<file path="config.mk">
export PLATFORM = sky130hd
export DESIGN_NAME = dptr_select_unit
export DESIGN_NICKNAME = d
export VERILOG_FILES = /design/src/rtl/dptr_pkg.sv /design/src/rtl/dptr_ctrl.sv /design/src/rtl/dptr_regs.sv /design/src/rtl/dptr_select_unit.sv
export SDC_FILE = /design/constraint.sdc
export NUM_CORES = 1
export LEC_CHECK = 0
export BUFFER_PORTS_ARGS = -buffer_cell sky130_fd_sc_hd__buf_2
export CORE_MARGIN = 4
export CORE_UTILIZATION = 51
export CTS_BUF_LIST = sky130_fd_sc_hd__clkbuf_16
export CTS_CLUSTER_DIAMETER = 150
export CTS_CLUSTER_SIZE = 16
export DETAILED_ROUTE_END_ITERATION = 7
export GPL_TIMING_DRIVEN = 0
export HOLD_SLACK_MARGIN = 0.12
export PLACE_DENSITY = 0.82
export SETUP_SLACK_MARGIN = 0.5
export SYNTH_ARGS = -nofsm -noshare
export SYNTH_HDL_FRONTEND = slang
export SYNTH_SLANG_ARGS = --single-unit
</file>
<file path="constraint.sdc">
create_clock -name clk -period 2.2 [get_ports clk]
set_clock_uncertainty 0.05 [all_clocks]
set_input_delay 0.11 -clock clk [delete_from_list [all_inputs] [get_ports clk]]
set_output_delay 0.11 -clock clk [all_outputs]
set_load 0.01 [all_outputs]
</file>
<file path="src/rtl/dptr_pkg.sv">
package dptr_pkg;

  typedef struct packed {
    logic wrCtrl;
    logic wrPtr0;
    logic wrPtr1;
    logic wrBase;
    logic wrOffs;
  } dptrStrobe_t;

  typedef enum logic [1:0] {
    SEL_PTR0  = 2'b00,
    SEL_PTR1  = 2'b01,
    SEL_FRAME = 2'b10,
    SEL_RSVD  = 2'b11
  } srcSel_e;

  localparam int REG_CTRL = 0;
  localparam int REG_PTR0 = 1;
  localparam int REG_PTR1 = 2;
  localparam int REG_BASE = 3;
  localparam int REG_OFFS = 4;

  localparam int CTRL_FIELD_W = 5;
  localparam logic [CTRL_FIELD_W-1:0] CTRL_RESET = 5'b11100;

endpackage

</file>
<file path="src/rtl/dptr_ctrl.sv">
module dptr_ctrl
  import dptr_pkg::*;
#(
  parameter int DATA_W = 16,
  parameter int AW     = 3
) (
  input  logic              clk,
  input  logic              rstN,
  input  logic              regWrEn,
  input  logic [AW-1:0]     regAddr,
  input  logic [DATA_W-1:0] regWrData,
  output dptrStrobe_t       stb,
  output logic [DATA_W-1:0] ctrlWord,
  output logic [1:0]        srcIdx,
  output logic              srcWordMode,
  output logic              srcActive
);

  localparam int PAD_W = DATA_W - CTRL_FIELD_W;

  logic [2:0] wbsQ;
  srcSel_e    selQ;
  logic       activeQ;
  logic       anyWrite;

  // address decode into strobes
  always_comb begin
    stb = '0;
    if (regWrEn) begin
      stb.wrCtrl = (regAddr == AW'(REG_CTRL));
      stb.wrPtr0 = (regAddr == AW'(REG_PTR0));
      stb.wrPtr1 = (regAddr == AW'(REG_PTR1));
      stb.wrBase = (regAddr == AW'(REG_BASE));
      stb.wrOffs = (regAddr == AW'(REG_OFFS));
    end
  end

  assign anyWrite = |stb;

  always_ff @(posedge clk) begin
    if (!rstN) begin
      wbsQ    <= CTRL_RESET[4:2];
      selQ    <= srcSel_e'(CTRL_RESET[1:0]);
      activeQ <= 1'b0;
    end else begin
      if (stb.wrCtrl) begin
        wbsQ <= regWrData[4:2];
        selQ <= srcSel_e'(regWrData[1:0]);
      end else if (stb.wrPtr0) begin
        selQ <= SEL_PTR0;
      end else if (stb.wrPtr1) begin
        selQ <= SEL_PTR1;
      end else if (stb.wrBase || stb.wrOffs) begin
        selQ <= SEL_FRAME;
      end
      if (anyWrite) activeQ <= 1'b1;
    end
  end

  assign srcIdx      = (selQ == SEL_RSVD) ? 2'(SEL_FRAME) : 2'(selQ);
  assign srcWordMode = wbsQ[srcIdx];
  assign srcActive   = activeQ;
  assign ctrlWord    = {{PAD_W{1'b0}}, wbsQ, 2'(selQ)};

  assert_ptr0_sel_R5: assert property (@(posedge clk) disable iff (!rstN)
    (stb.wrPtr0 && !stb.wrCtrl) |=> (srcIdx == 2'd0));
  assert_ptr1_sel_R5: assert property (@(posedge clk) disable iff (!rstN)
    (stb.wrPtr1 && !stb.wrCtrl) |=> (srcIdx == 2'd1));
  assert_frame_sel_R5: assert property (@(posedge clk) disable iff (!rstN)
    (stb.wrBase || stb.wrOffs) |=> (srcIdx == 2'd2));
  assert_mode_kept_R5: assert property (@(posedge clk) disable iff (!rstN)
    (anyWrite && !stb.wrCtrl) |=> $stable(wbsQ));
  assert_active_sticky_R6: assert property (@(posedge clk) disable iff (!rstN)
    srcActive |=> srcActive);
  assert_active_cause_R6: assert property (@(posedge clk) disable iff (!rstN)
    (!srcActive && !anyWrite) |=> !srcActive);
  assert_idx_range_R4: assert property (@(posedge clk) disable iff (!rstN)
    srcIdx != 2'd3);

endmodule

</file>
<file path="src/rtl/dptr_regs.sv">
module dptr_regs
  import dptr_pkg::*;
#(
  parameter int DATA_W = 16,
  parameter int PTR_W  = 16,
  parameter int OFFS_W = 8,
  parameter int AW     = 3
) (
  input  logic              clk,
  input  logic              rstN,
  input  dptrStrobe_t       stb,
  input  logic [DATA_W-1:0] regWrData,
  input  logic [AW-1:0]     regAddr,
  input  logic [DATA_W-1:0] ctrlWord,
  input  logic [1:0]        srcIdx,
  output logic [DATA_W-1:0] regRdData,
  output logic [PTR_W-1:0]  srcAddr
);

  localparam int NUM_DP = 2;

  logic [PTR_W-1:0]  dpQ [NUM_DP];
  logic [PTR_W-1:0]  baseQ;
  logic [OFFS_W-1:0] offsQ;
  logic [PTR_W-1:0]  frameAddr;
  logic [NUM_DP-1:0] wrDp;

  assign wrDp = {stb.wrPtr1, stb.wrPtr0};

  for (genvar g = 0; g < NUM_DP; g++) begin : gDirect
    always_ff @(posedge clk) begin
      if (!rstN)        dpQ[g] <= '0;
      else if (wrDp[g]) dpQ[g] <= regWrData[PTR_W-1:0];
    end
  end

  always_ff @(posedge clk) begin
    if (!rstN) begin
      baseQ <= '0;
      offsQ <= '0;
    end else begin
      if (stb.wrBase) baseQ <= regWrData[PTR_W-1:0];
      if (stb.wrOffs) offsQ <= regWrData[OFFS_W-1:0];
    end
  end

  // wraps at PTR_W bits
  assign frameAddr = baseQ + PTR_W'(offsQ);

  always_comb begin
    unique case (srcIdx)
      2'd0:    srcAddr = dpQ[0];
      2'd1:    srcAddr = dpQ[1];
      default: srcAddr = frameAddr;
    endcase
  end

  always_comb begin
    case (regAddr)
      AW'(REG_CTRL): regRdData = ctrlWord;
      AW'(REG_PTR0): regRdData = DATA_W'(dpQ[0]);
      AW'(REG_PTR1): regRdData = DATA_W'(dpQ[1]);
      AW'(REG_BASE): regRdData = DATA_W'(baseQ);
      AW'(REG_OFFS): regRdData = DATA_W'(offsQ);
      default:       regRdData = '0;
    endcase
  end

  assert_ctrl_pad_R2: assert property (@(posedge clk) disable iff (!rstN)
    (regAddr == AW'(REG_CTRL)) |-> (regRdData[DATA_W-1:CTRL_FIELD_W] == '0));
  assert_src_steady_R4: assert property (@(posedge clk) disable iff (!rstN)
    (!(|stb)) |=> $stable(srcAddr));
  assert_offs_narrow_R10: assert property (@(posedge clk) disable iff (!rstN)
    (regAddr == AW'(REG_OFFS)) |-> (regRdData[DATA_W-1:OFFS_W] == '0));

endmodule

</file>
<file path="src/rtl/dptr_select_unit.sv">
module dptr_select_unit
  import dptr_pkg::*;
#(
  parameter int DATA_W = 16,
  parameter int PTR_W  = 16,
  parameter int OFFS_W = 8,
  parameter int AW     = 3
) (
  input  logic              clk,
  input  logic              rstN,
  input  logic              regWrEn,
  input  logic [AW-1:0]     regAddr,
  input  logic [DATA_W-1:0] regWrData,
  output logic [DATA_W-1:0] regRdData,
  input  logic              loadReq,
  output logic [1:0]        srcIdx,
  output logic [PTR_W-1:0]  srcAddr,
  output logic              srcWordMode,
  output logic              srcActive,
  output logic              loadErr
);

  dptrStrobe_t       stb;
  logic [DATA_W-1:0] ctrlWord;

  dptr_ctrl #(.DATA_W(DATA_W), .AW(AW)) u_ctrl (
    .clk(clk), .rstN(rstN), .regWrEn(regWrEn), .regAddr(regAddr),
    .regWrData(regWrData), .stb(stb), .ctrlWord(ctrlWord),
    .srcIdx(srcIdx), .srcWordMode(srcWordMode), .srcActive(srcActive)
  );

  dptr_regs #(.DATA_W(DATA_W), .PTR_W(PTR_W), .OFFS_W(OFFS_W), .AW(AW)) u_regs (
    .clk(clk), .rstN(rstN), .stb(stb), .regWrData(regWrData),
    .regAddr(regAddr), .ctrlWord(ctrlWord), .srcIdx(srcIdx),
    .regRdData(regRdData), .srcAddr(srcAddr)
  );

  assign loadErr = loadReq & ~srcActive;

  assert_no_err_when_active_R7: assert property (@(posedge clk) disable iff (!rstN)
    srcActive |-> !loadErr);
  assert_err_on_idle_load_R7: assert property (@(posedge clk) disable iff (!rstN)
    (loadReq && !srcActive) |-> loadErr);

endmodule

</file>
==> flow_summary.toml <==
[outcome]
outcome = "finished with violations"
failed_checks = "setup timing"

[pwr]
power.leakage_nw = 1.93
combinational_cell_fraction_of_total_power_pct = 16.2
power.share.sequential_pct = 41.2
pwr_density_cell_nw_per_um2 = 634
power_frac_clock_pct = 42.6
p_sw_share_pct = 26.0
intPower_w = 0.00235
max-vdd-ir-drop_mv = 0.560
power.net_switching_w = 0.000826

[clock_tree]
worst_skew_pair_later_pin_latency_ns = 0.33
cts_sinks = 62
htree_levels = 3
cts_inserted_buffers = 9
clock_tree.buffer_depth = 2
clk_root_buffer_cell = "clkbuf_16"
clk_pin_slew_worst_paths_ns = 0.05
cts_tree = "done"

[job]
maxCapViolCount = 0

[min_path]
instance_count_along_the_most_critical_hold_path = 3
min-delay-start = "regWrEn"
worst_hold_path_type = "primary input to flop"
whs_endpoint = "u_ctrl.srcActive"

[detailed_routing]
route.antenna.remaining_nets = 0
dr.pass1.iters = 7
via_per_inst = 6.12
routedWlPerCell_microns = 20.8
drc_violation_count_after_routing = 0
detailedRoute.firstIterationViolations = 582
route.vias.total = 3638
postRouteWirelength_microns = 12300

[setup_path]
timing.rr.start = "u_ctrl.selQ[0]"
r2r_cells = 4
crit_chain = "ha_4 > fa_2 > a211oi_4 > buf_4 > o21bai_1 > a21oi_1 > xor2_1 > mux2i_1 > buf_2"
worst-setup-path-type = "flop to primary output"
rrSetupSlack_ns = 1.04
startpoint_type = "flop"
cp_slowest_stage_delay_ns = 0.40
end_kind = "primary output"
worst_path_max_delay_cell = "fa_2"
critical_path_arrival_ns = 2.38
cp_data_required_time_ns = 2.04
crit-reg2reg-capture = "u_ctrl.selQ[0]"
cp_max_fo = 2

[sta]
postLayoutSetupSlackWorst_ns = -0.336
actual_slew_at_the_worst_max_slew_pin_ns = 0.896
whs_ns = 0.150
min_period_over_period_pct = 115
maxClockFrequency_mhz = 394
setup_viol_count_final = 12
report.final.slew_viol_count = 0
relSlewSlack_pct = 40.1
finalHoldViolCount = 0
setup_repair_after_global_routing_missed_its_margin = "true"
min_period_ns = 2.54
fin_tns_setup_ns = -2.65

[final_layout]
fillCellCount = 451
count_of_antenna_diodes_in_the_layout = 0
final_layout_size_suffix_gt1_share_pct = 34.3
seqCellArea_sq_um = 1580
layout.cells.most_common_list = "nand2_1 (65), buf_2 (65), and2_1 (34), edfxtp_1 (32), a21boi_0 (24)"
area_of_combinational_cells_with_multiple_inputs_sq_um = 2250
total_nets_final = 525
area_growth_pct = 36.8

[synth]
synthesis.area_per_instance_sq_um = 9.34
synth_cell_type_count = 41
synth_edf_count = 32
synthesis.area_sq_um = 3660
post-synth-top-area-cell = "edfxtp_1"
postSynth.topFlopCell = "edfxtp_1"
synth-async-reset-ratio_pct = 0
syn-num-nets = 424
yosysTopAreaCellShare_pct = 26.2
synthesized_instance_count = 392
synth_seq_area_share_pct = 42.6
number_of_warnings_printed_during_yosys_synthesis = 0
ys_seq_elements = 62
post_synth_main_area_contributors = "edfxtp_1 (26%), dfxtp_1 (16%), nand2_1 (6.7%), and2_1 (5.8%), a21boi_0 (5.1%)"

[global_routing]
via_count_of_the_first_global_routing_pass = 3724
grt_overflow = 0
grt_first_pass_wirelength_microns = 18500
grt_max_degree = 17
grt_antenna_before_repair = 0
grtUsageTotal_pct = 28.5

[place]
placement.io_buffers = 58
routabilityCongestion = 0.862
dp_hpwl_microns = 7550
place_ws_ns = 0.000311

[floorplan]
coreArea_sq_um = 6870
initial_core_util_pct = 53.3
floorplan.rows = 30
die_height_microns = 92.7
die_area_sq_um = 8600
die_w_microns = 92.7
ioPinCount = 60
==> registers in the layout, summed over array words and instances, names as in the netlist <==
register / cells
u_ctrl.selQ: 2
u_regs.baseQ: 16
u_ctrl.srcActive: 1
u_ctrl.wbsQ: 3
u_regs.dpQ: 32
u_regs.offsQ: 8
==> power by group through the flow <==
stage,sequential (W),combinational [W],clock [W]
3_5_place_dp,0.00133,0.000440,0
6_report,0.00131,0.000513,0.00135
2_1_floorplan,0.00132,0.000272,0
5_1_grt,0.00131,0.000545,0.00141
4_1_cts,0.00131,0.000486,0.00134
3_3_place_gp,0.00133,0.000429,0
==> Yosys cell counts (2+ instances only) <==
cell type  count
a31oi_1        4
xnor2_1        2
o22ai_1        9
buf_2          9
ha_1           8
edfxtp_1      32
a211oi_1      11
o211ai_2       2
clkbuf_1      18
nor2b_1       13
mux2i_1       17
and3_1         4
xor2_1         7
nand2b_1       3
o21ai_0       16
nand2_1       65
a21oi_1       11
a22oi_1       21
or3_1          4
mux2_2        13
and2_1        34
a21o_1         3
nand3_1        6
a21boi_0      25
nor2_1        10
dfxtp_1       30
==> cell families (layout without fill, tap and decap cells) <==
logic type	count (synthesis)	after routing	synth area share, %
buf+inv	30	136	3.42
mux	30	30	8.64
simple gates	145	145	19.7
flops	62	62	42.6
compound gates	107	107	20.1
fa+ha+maj	9	9	3.28
xor+xnor	9	9	2.15
==> per-layer routing <==
layer / vias up / global-route usage (%) / wire (microns)
met1: 1678 / 33.8 / 4560
met2: 259 / 46.0 / 5850
met4: 0 / 19.8 / 585
li1: 1618 / - / -
met5: - / 0 / 0
met3: 83 / 5.93 / 1350
==> worst max-delay path by stage <==
stage                         start                to
floorplan           u_regs.baseQ[0]        srcAddr[6]
global placement         regAddr[2]  u_regs.dpQ[1][9]
detailed placement  u_regs.baseQ[0]       srcAddr[14]
CTS                 u_regs.offsQ[0]        srcAddr[6]
global route        u_regs.offsQ[0]        srcAddr[6]
finish              u_regs.offsQ[0]        srcAddr[6]
==> stage by stage <==
| stage | area [sq um] | power, W | utilization, % | instances |
|---|---|---|---|---|
| final | 5010 | 0.00318 | 73.0 | 594 |
| after global routing | 5010 | 0.00327 | 73.0 | 594 |
| after floorplan | 3820 | 0.00159 | - | 392 |
| after CTS | 4880 | 0.00313 | 71.1 | 591 |
| after detailed placement | 4250 | 0.00177 | 61.9 | 547 |
| after global placement | 4240 | 0.00176 | 61.7 | 546 |
==> area by class of cell <==
cell class / instances / area share (%)
multi-input cells: 300 / 45.0
flip-flops and latches: 62 / 31.6
repair buffers: 90 / 12.3
clock buffers: 9 / 4.49
plain buffers: 29 / 3.02
well taps: 96 / 2.40
clock inverters: 7 / 1.12
inverters: 1 / 0.0749
==> worst max-delay path: cells and delay by family (launching register included) <==
kind / cells / cell delay, ns
xor gates and xnor gates: 1 / 0.09
DFF: 1 / 0.35
buffers and inverters: 2 / 0.32
AOI/OAI and AO/OA: 3 / 0.52
adders and majority gates: 2 / 0.56
muxes: 1 / 0.19
==> repair_timing <==
action                                 CTS  global route
setup endpoints to repair               24            49
endpoints found under the hold margin   60             0
pin swaps                               19            13
buffers inserted                        10             3
hold buffers                            18             0
gates resized for setup                 35            30
(Power assumes the default switching activity.)
